File: src/rtl/dmc_pkg.sv
package dmc_pkg;
    localparam int unsigned EN_BIT   = 0;
    localparam int unsigned MODE_BIT = 1;
    localparam int unsigned IE_BIT   = 2;
    localparam int unsigned DONE_BIT = 7;

    localparam int unsigned CTRL_OFS = 0;
    localparam int unsigned CNT_OFS  = 1;

    typedef enum logic {
        MODE_DUAL   = 1'b0,
        MODE_SINGLE = 1'b1
    } xfer_mode_e;

    typedef struct packed {
        logic       en;
        xfer_mode_e mode;
        logic       ie;
        logic       done;
        logic       arm;
    } ctrl_st_t;
endpackage

File: src/rtl/dmc_bus_dec.sv
module dmc_bus_dec
    import dmc_pkg::*;
#(
    parameter int unsigned ADDR_W = 4,
    parameter int unsigned DATA_W = 32,
    parameter int unsigned CNT_W  = 16
) (
    input  logic              bus_wr,
    input  logic              bus_rd,
    input  logic [ADDR_W-1:0] bus_addr,
    input  logic              standby,
    input  ctrl_st_t          st_q,
    input  logic [CNT_W-1:0]  cnt_q,
    output logic              wr_ctrl,
    output logic              wr_cnt,
    output logic              rd_ctrl,
    output logic [DATA_W-1:0] bus_rdata
);
    localparam logic [ADDR_W-1:0] CTRL_A = ADDR_W'(CTRL_OFS);
    localparam logic [ADDR_W-1:0] CNT_A  = ADDR_W'(CNT_OFS);

    logic hit_ctrl;
    logic hit_cnt;

    always_comb begin
        hit_ctrl = (bus_addr == CTRL_A);
        hit_cnt  = (bus_addr == CNT_A);
        wr_ctrl  = bus_wr & hit_ctrl & ~standby;
        wr_cnt   = bus_wr & hit_cnt & ~standby;
        rd_ctrl  = bus_rd & ~bus_wr & hit_ctrl & ~standby;
    end

    always_comb begin
        bus_rdata = '0;
        if (hit_ctrl) begin
            bus_rdata[EN_BIT]   = st_q.en;
            bus_rdata[MODE_BIT] = st_q.mode;
            bus_rdata[IE_BIT]   = st_q.ie;
            bus_rdata[DONE_BIT] = st_q.done;
        end else if (hit_cnt) begin
            bus_rdata = DATA_W'(cnt_q);
        end
    end
endmodule

File: src/rtl/dmc_xfer_cnt.sv
module dmc_xfer_cnt #(
    parameter int unsigned CNT_W = 16
) (
    input  logic             clk,
    input  logic             rst_n,
    input  logic             standby,
    input  logic             wr_cnt,
    input  logic [CNT_W-1:0] wdata_cnt,
    input  logic             dec_req,
    output logic [CNT_W-1:0] cnt_q,
    output logic             zero_evt
);
    localparam logic [CNT_W-1:0] ONE = CNT_W'(1);

    logic [CNT_W-1:0] cnt_d;
    logic             dec_ok;

    always_comb begin
        dec_ok   = dec_req & ~standby & ~wr_cnt & (cnt_q != '0);
        zero_evt = dec_ok & (cnt_q == ONE);
        cnt_d    = cnt_q;
        if (!standby) begin
            if (wr_cnt)      cnt_d = wdata_cnt;
            else if (dec_ok) cnt_d = cnt_q - ONE;
        end
    end

    always_ff @(posedge clk or negedge rst_n) begin
        if (!rst_n) cnt_q <= '0;
        else        cnt_q <= cnt_d;
    end

    AST_CNT_HOLD: assert property (@(posedge clk) disable iff (!rst_n)
        (!wr_cnt && !dec_req) |=> $stable(cnt_q));
endmodule

File: src/rtl/dmc_ctrl_regs.sv
module dmc_ctrl_regs
    import dmc_pkg::*;
(
    input  logic     clk,
    input  logic     rst_n,
    input  logic     standby,
    input  logic     abort,
    input  logic     wr_ctrl,
    input  logic     rd_ctrl,
    input  logic     w_en,
    input  logic     w_mode,
    input  logic     w_ie,
    input  logic     w_done,
    input  logic     zero_evt,
    output ctrl_st_t st_q
);
    ctrl_st_t st_d;

    always_comb begin
        st_d = st_q;
        if (standby) begin
            st_d = '0;
        end else begin
            if (wr_ctrl) begin
                st_d.en   = w_en;
                st_d.mode = xfer_mode_e'(w_mode);
                st_d.ie   = w_ie;
                if (st_q.arm && !w_done) st_d.done = 1'b0;
                st_d.arm  = 1'b0;
            end else if (rd_ctrl && st_q.done) begin
                st_d.arm = 1'b1;
            end
            if (abort)    st_d.en   = 1'b0;
            if (zero_evt) st_d.done = 1'b1;
        end
    end

    always_ff @(posedge clk or negedge rst_n) begin
        if (!rst_n) st_q <= '0;
        else        st_q <= st_d;
    end

    AST_ABORT_DROPS_EN: assert property (@(posedge clk) disable iff (!rst_n)
        abort |=> !st_q.en);
    AST_CLEAR_NEEDS_ARM: assert property (@(posedge clk) disable iff (!rst_n)
        $fell(st_q.done) |-> ($past(st_q.arm) || $past(standby)));
    AST_STANDBY_WIPES: assert property (@(posedge clk) disable iff (!rst_n)
        standby |=> (!st_q.done && !st_q.ie && st_q.mode == MODE_DUAL && !st_q.en));
endmodule

File: src/rtl/dma_chan_ctrl.sv
module dma_chan_ctrl
    import dmc_pkg::*;
#(
    parameter int unsigned ADDR_W = 4,
    parameter int unsigned DATA_W = 32,
    parameter int unsigned CNT_W  = 16
) (
    input  logic              clk,
    input  logic              rst_n,
    input  logic              standby,
    input  logic              master_en,
    input  logic              nmi_abort,
    input  logic              addr_err,
    input  logic              xfer_done,
    input  logic              bus_wr,
    input  logic              bus_rd,
    input  logic [ADDR_W-1:0] bus_addr,
    input  logic [DATA_W-1:0] bus_wdata,
    output logic [DATA_W-1:0] bus_rdata,
    output logic              chan_act,
    output logic              addr_mode,
    output logic              irq_req
);
    ctrl_st_t         st_q;
    logic [CNT_W-1:0] cnt_q;
    logic             wr_ctrl;
    logic             wr_cnt;
    logic             rd_ctrl;
    logic             zero_evt;
    logic             abort;

    assign abort     = nmi_abort | addr_err;
    assign chan_act  = st_q.en & master_en & ~st_q.done & ~abort;
    assign addr_mode = st_q.mode;
    assign irq_req   = st_q.ie & st_q.done;

    dmc_bus_dec #(.ADDR_W(ADDR_W), .DATA_W(DATA_W), .CNT_W(CNT_W)) u_dec (
        .bus_wr    (bus_wr),
        .bus_rd    (bus_rd),
        .bus_addr  (bus_addr),
        .standby   (standby),
        .st_q      (st_q),
        .cnt_q     (cnt_q),
        .wr_ctrl   (wr_ctrl),
        .wr_cnt    (wr_cnt),
        .rd_ctrl   (rd_ctrl),
        .bus_rdata (bus_rdata)
    );

    dmc_xfer_cnt #(.CNT_W(CNT_W)) u_cnt (
        .clk       (clk),
        .rst_n     (rst_n),
        .standby   (standby),
        .wr_cnt    (wr_cnt),
        .wdata_cnt (bus_wdata[CNT_W-1:0]),
        .dec_req   (xfer_done & chan_act),
        .cnt_q     (cnt_q),
        .zero_evt  (zero_evt)
    );

    dmc_ctrl_regs u_regs (
        .clk      (clk),
        .rst_n    (rst_n),
        .standby  (standby),
        .abort    (abort),
        .wr_ctrl  (wr_ctrl),
        .rd_ctrl  (rd_ctrl),
        .w_en     (bus_wdata[EN_BIT]),
        .w_mode   (bus_wdata[MODE_BIT]),
        .w_ie     (bus_wdata[IE_BIT]),
        .w_done   (bus_wdata[DONE_BIT]),
        .zero_evt (zero_evt),
        .st_q     (st_q)
    );

    AST_DONE_ONLY_AT_ZERO: assert property (@(posedge clk) disable iff (!rst_n)
        $rose(st_q.done) |-> (cnt_q == '0));
    AST_ABORT_NO_DONE: assert property (@(posedge clk) disable iff (!rst_n)
        (abort && !st_q.done) |=> !st_q.done);
endmodule

File: config.mk
export PLATFORM = sky130hd
export DESIGN_NAME = dma_chan_ctrl
export DESIGN_NICKNAME = d
export VERILOG_FILES = /design/src/rtl/dmc_pkg.sv /design/src/rtl/dmc_bus_dec.sv /design/src/rtl/dmc_xfer_cnt.sv /design/src/rtl/dmc_ctrl_regs.sv /design/src/rtl/dma_chan_ctrl.sv
export SDC_FILE = /design/constraint.sdc
export NUM_CORES = 1
export LEC_CHECK = 0
export BUFFER_PORTS_ARGS = -buffer_cell sky130_fd_sc_hd__buf_2
export CORE_MARGIN = 10
export CORE_UTILIZATION = 46
export DETAILED_ROUTE_END_ITERATION = 8
export GPL_TIMING_DRIVEN = 0
export PLACE_DENSITY = 0.84
export SETUP_SLACK_MARGIN = 0.15
export SLEW_MARGIN = 20
export SYNTH_ARGS = -nofsm -noshare
export SYNTH_HDL_FRONTEND = slang
export SYNTH_SLANG_ARGS = --single-unit
File: constraint.sdc
create_clock -name clk -period 5.35 [get_ports clk]
set_input_delay 1.07 -clock clk [delete_from_list [all_inputs] [get_ports clk]]
set_output_delay 1.07 -clock clk [all_outputs]
set_load 0.01 [all_outputs]
Yosys cells after proc, flatten, opt, wreduce, memory -nomap -nowiden --
Cells that the tools add are included.
Cells by class: add/subtract/negate cells 1, equality and inequality tests 2, multiplexer cells 14, bitwise operators 22, reductions and logical operators 13
Operators with widths (count):
- 2-to-1 mux 16 bit | 3
- AND 1 bit | 16
- equality test 16 x 1 -> 1 bit, second input constant | 1
- nonzero test 16 bit | 1
- subtractor 16 x 1 -> 16 bit, second input constant | 1
- nonzero test 3 bit | 4
- 2-to-1 mux 4 bit | 2
- 2-to-1 mux 8 bit | 1
- 2-to-1 mux 1 bit | 6
- 2-to-1 mux 5 bit | 1
- NOT 1 bit | 5
- equality test 4 x 1 -> 1 bit, second input constant | 1
- zero test 4 bit | 1
- AND reduction 2 bit | 2
- nonzero test 2 bit | 2
- 2-to-1 mux 3 bit | 1
- logical AND 1 bit | 2
- zero test 1 bit | 1
- OR 1 bit | 1
Word-level totals: register bits after elaboration 21, input port bits 45, output and inout bits 35, word-level logic and storage cells 58

Depth between registers and ports, before layout --
depth in word-level cells 10, depth in mapped cells 7, gate-level depth less buffers 7

Modules after synthesis --
From an unflattened synthesis, not the netlist that was laid out.
Unflattened totals: cell total of the unflattened synthesis 212, area, all modules 1785.5 sq um
Modules (own cells, without submodules):
- dmc_xfer_cnt | instances 1, cells an instance 143, area an instance 1197.4 sq um, seq. area each 400.4 sq um
- dmc_bus_dec | instances 1, cells an instance 46, area an instance 337.8 sq um, seq. area each 0.0 sq um
- dmc_ctrl_regs | instances 1, cells an instance 17, area an instance 201.4 sq um, seq. area each 125.1 sq um
- dma_chan_ctrl | instances 1, cells an instance 6, area an instance 48.8 sq um, seq. area each 0.0 sq um

Least setup slack after synthesis --
Ideal clock, no wire load.
path type input port to output port, start point input bus_addr[1], end point output bus_rdata[10], arrival 2121 ps, data required time 4280 ps, setup slack 2159 ps, cell stages on the path 4, buffers on the path 2, cells stage by stage nor4b_2 buf_2 clkbuf_1 and2_1
On the way: word-level cells in the longest chain between the ends 3, elaborated cells on any way between the ends 4, classes of those cells eq/ne: 1; mux: 2; reduce/logical: 1
Ends and longest elaborated chain:
- start, declared | RTL line dma_chan_ctrl.sv:17 | input logic [ADDR_W-1:0] bus_addr,
- equality test 4 x 1 -> 1 bit | RTL line dmc_bus_dec.sv:27 | hit_cnt = (bus_addr == CNT_A);
- 2-to-1 mux 16 bit | RTL line dmc_bus_dec.sv:40 | end else if (hit_cnt) begin
- 2-to-1 mux 8 bit * | RTL line dmc_bus_dec.sv:35 | if (hit_ctrl) begin
- end, declared | RTL line dma_chan_ctrl.sv:19 | output logic [DATA_W-1:0] bus_rdata,
Every way passes the cells marked *; elsewhere a longest branch is shown, timed or not.

Worst setup path after layout --
start point input bus_addr[1], end point output bus_rdata[13]
The elaborated chain is that of the path after synthesis.

==> summary.md <==
| Metric | Value |
|---|---|
| Status | finished clean |
| DR pass1 iterations | 7 |
| Diode count | 0 |
| Synth unique cells | 39 |
| Die H | 78.3 µm |
| Synth Instances | 177 |
| Die Wd | 78.3 µm |
| FILL cells | 338 |
| Critical path class | input port to output pin |
| Adder-cell share of the synthesized area | 1.60% |
| Main combinational cell family by area after synthesis | simple AND/OR/NAND/NOR gates |
| Core area | 3310 µm² |
| Placed Cells | 284 |
| Detail Placement HPWL | 3.24 mm |
| Tot GR Track Use | 12.7% |
| CTS Buffer Depth | 2 |
| Sum Neg Setup Slack | 0 ns |
| First-pass GRT wire length | 6.67 mm |
| Pin count of the biggest net entering global routing | 22 |
| Initial DRC count | 77 |
| Leak | 0.909 nW |
| Pre-CTS WS | 1.74 ns |
| Final cell count without fillers | 288 |
| GPL Wtd Cong | 0.859 |
| Seq cells post-synth | 21 |
| Clk slew on worst S/H paths | 0.11 ns |
| Slew Limit Fails | 0 |
| Initial antenna violation count | 0 |
| Type of origin of the critical path | input port |
| Tmin final | 3.59 ns |
| Row count | 21 |
| Wirelength, routed | 3.99 mm |
| Number of global-route vias before repair | 1482 |
| Clock Skews | 0.00936 ns |
| Total die area | 6140 µm² |
| Power Density | 212 nW/µm² |
| Clk root buf | clkbuf_4 |
| Seq/Total Area, Yosys | 33.6% |
| Top achievable clock speed | 278 MHz |
| Total I/O pin count | 80 |
| Post-CTS Setup Inserts | 0 |
| Setup ws final | 1.76 ns |
| I/O Buffers | 46 |
| Via/cell ratio | 5.11 |
| Worst-Margin Slew | 0.801 ns |
| Starting Density | 47.3% |
| Post-synthesis area per instance | 8.84 µm² |
| Main synth FF type | dfrtp_1 |
| Peak fanout along the critical path | 10 |
| RSZ-0062 raised after global routing | no |
| Post-synth design cell area | 1570 µm² |
| Routed Antenna Nets | 0 |
| Final setup violation count | 0 |
| Hold_buf cts | 0 |
| YS warnings | 0 |
| XOR/XNOR share of the synthesized area | 7.27% |
| Layout area overhead | 23.7% |
| Hold WC Path Type | flop to flop |
| Congestion Overflow GR | 0 |
| Post-synthesis mux area share | 0.639% |
| Tcrit/Tclk final | 67.2% |
| EDFF count, synth | 0 |
| Data required, critical path | 4.28 ns |
| WL per Instance | 13.9 µm |
| Arr. time, crit path | 2.52 ns |
| Vias | 1472 |
| CTS tree | done |
| Tot Pwr | 410 µW |
| Clock Latency Late Sink | 0.30 ns |
| VDD IR-drop max | 160 µV |
| Nets@finish | 290 |
| Hold Fails Final Rpt | 0 |
| Worst slew margin | 46.2% |
| Residual DRC count | 0 |
| Asr flop ratio synth | 100% |
| TritonCTS Buffers | 3 |
| Share of layout cells above drive strength 1 | 33.1% |
| MaxCap Viol Count | 0 |
| # H-tree levels | 1 |
| TritonCTS Sinks | 21 |
| CTS resizes | 0 |
| Crit end category | output pin |
| Synth Area in Simple Gates | 28.1% |
| Worst hold slack | 0.558 ns |
| Post-synthesis compound-gate area fraction | 17.7% |
[power by group]
part           total, mW  internal (mW)  switching (mW)
Combinational      0.117         0.0544          0.0624
Sequential         0.216          0.184          0.0322
Clock             0.0769         0.0290          0.0479
[critical path: stages]
cell and delay, ns:
buf_2 0.11, nor4b_2 0.42, buf_2 0.32, clkbuf_1 0.29, and2_1 0.17, buf_2 0.13
[per-layer routing]
| metal | global-route usage, % | routed length (µm) | up-vias |
|---|---|---|---|
| met5 | 0 | 0 | - |
| met4 | 3.05 | 37 | 0 |
| met3 | 3.19 | 272 | 4 |
| met2 | 22.6 | 2000 | 58 |
| met1 | 14.7 | 1680 | 687 |
| li1 | - | - | 723 |
[synth_stat cells (all sizes together) (4+ instances only)]
master	instances	area (µm²)
and2	13	81.3
buf	20	143
xor2	10	87.6
nand3	6	30.0
o21ai	14	81.3
nor4	6	43.8
inv	4	15.0
nor2	10	37.5
nand2	22	82.6
a21oi	5	25.0
a22o	4	35.0
dfrtp	21	526
[cell families after synthesis]
family / after synthesis
muxes: 1
buffers and inverters: 27
adders and majority gates: 2
AOI/OAI and AO/OA: 34
other: 1
and+or+nand+nor: 78
xor gates and xnor gates: 13
DFF: 21
[registers in the layout, summed over array words and instances, names as in the netlist]
| signal | count |
|---|---|
| u_cnt.cnt_q | 16 |
| u_regs.st_q | 5 |
[stage by stage]
| stage | cell area, µm² | util, % |
|---|---|---|
| after floorplan | 1620 | - |
| after CTS | 1940 | 58.5 |
| final | 1940 | 58.5 |
| after global placement | 1910 | 57.7 |
| after detailed placement | 1910 | 57.7 |
| after global routing | 1940 | 58.5 |
[worst paths after layout]
path	start	end	slack [ns]	cells after the start
max	bus_addr[1]	bus_rdata[13]	1.76	6
min	u_cnt.cnt_q[6]	u_cnt.cnt_q[6]	0.56	2
max reg2reg	u_cnt.cnt_q[3]	u_cnt.cnt_q[14]	3.22	5
min reg2reg	u_cnt.cnt_q[6]	u_cnt.cnt_q[6]	0.56	2
max in group asynchronous	rst_n	u_cnt.cnt_q[10]	4.33	1
min in group asynchronous	rst_n	u_cnt.cnt_q[3]	0.70	1
[cell usage in the layout, fill, tap and decap left out, types with 2 or more instances in the layout]
| cell | instances |
|---|---|
| nand2_1 | 22 |
| and2_1 | 13 |
| dfrtp_1 | 21 |
| a21oi_1 | 5 |
| nand4_1 | 3 |
| buf_4 | 17 |
| xnor2_1 | 3 |
| buf_2 | 49 |
| nor3_1 | 2 |
| clkbuf_1 | 4 |
| clkbuf_4 | 3 |
| nor4_1 | 5 |
| a31oi_1 | 3 |
| conb_1 | 16 |
| nor4b_1 | 2 |
| a22o_1 | 4 |
| o21ai_1 | 11 |
| nor2_1 | 10 |
| o211ai_1 | 3 |
| nand2b_1 | 2 |
| a2111oi_4 | 2 |
| nand4b_1 | 3 |
| xor2_1 | 10 |
| o21ai_2 | 3 |
| inv_1 | 4 |
| nand3_1 | 6 |
| or3_1 | 2 |
| ha_1 | 2 |
[final cells by class]
cell class	count	area [µm²]	share of cell area, %
buffer	23	154	7.95
inverter	4	15.0	0.776
clock buffer	4	26.3	1.36
multi-input combinational	144	927	47.9
timing repair buffer	46	230	11.9
sequential	21	526	27.1
tap	46	57.6	2.97
No activity file was read; power rests on OpenSTA's default activity.
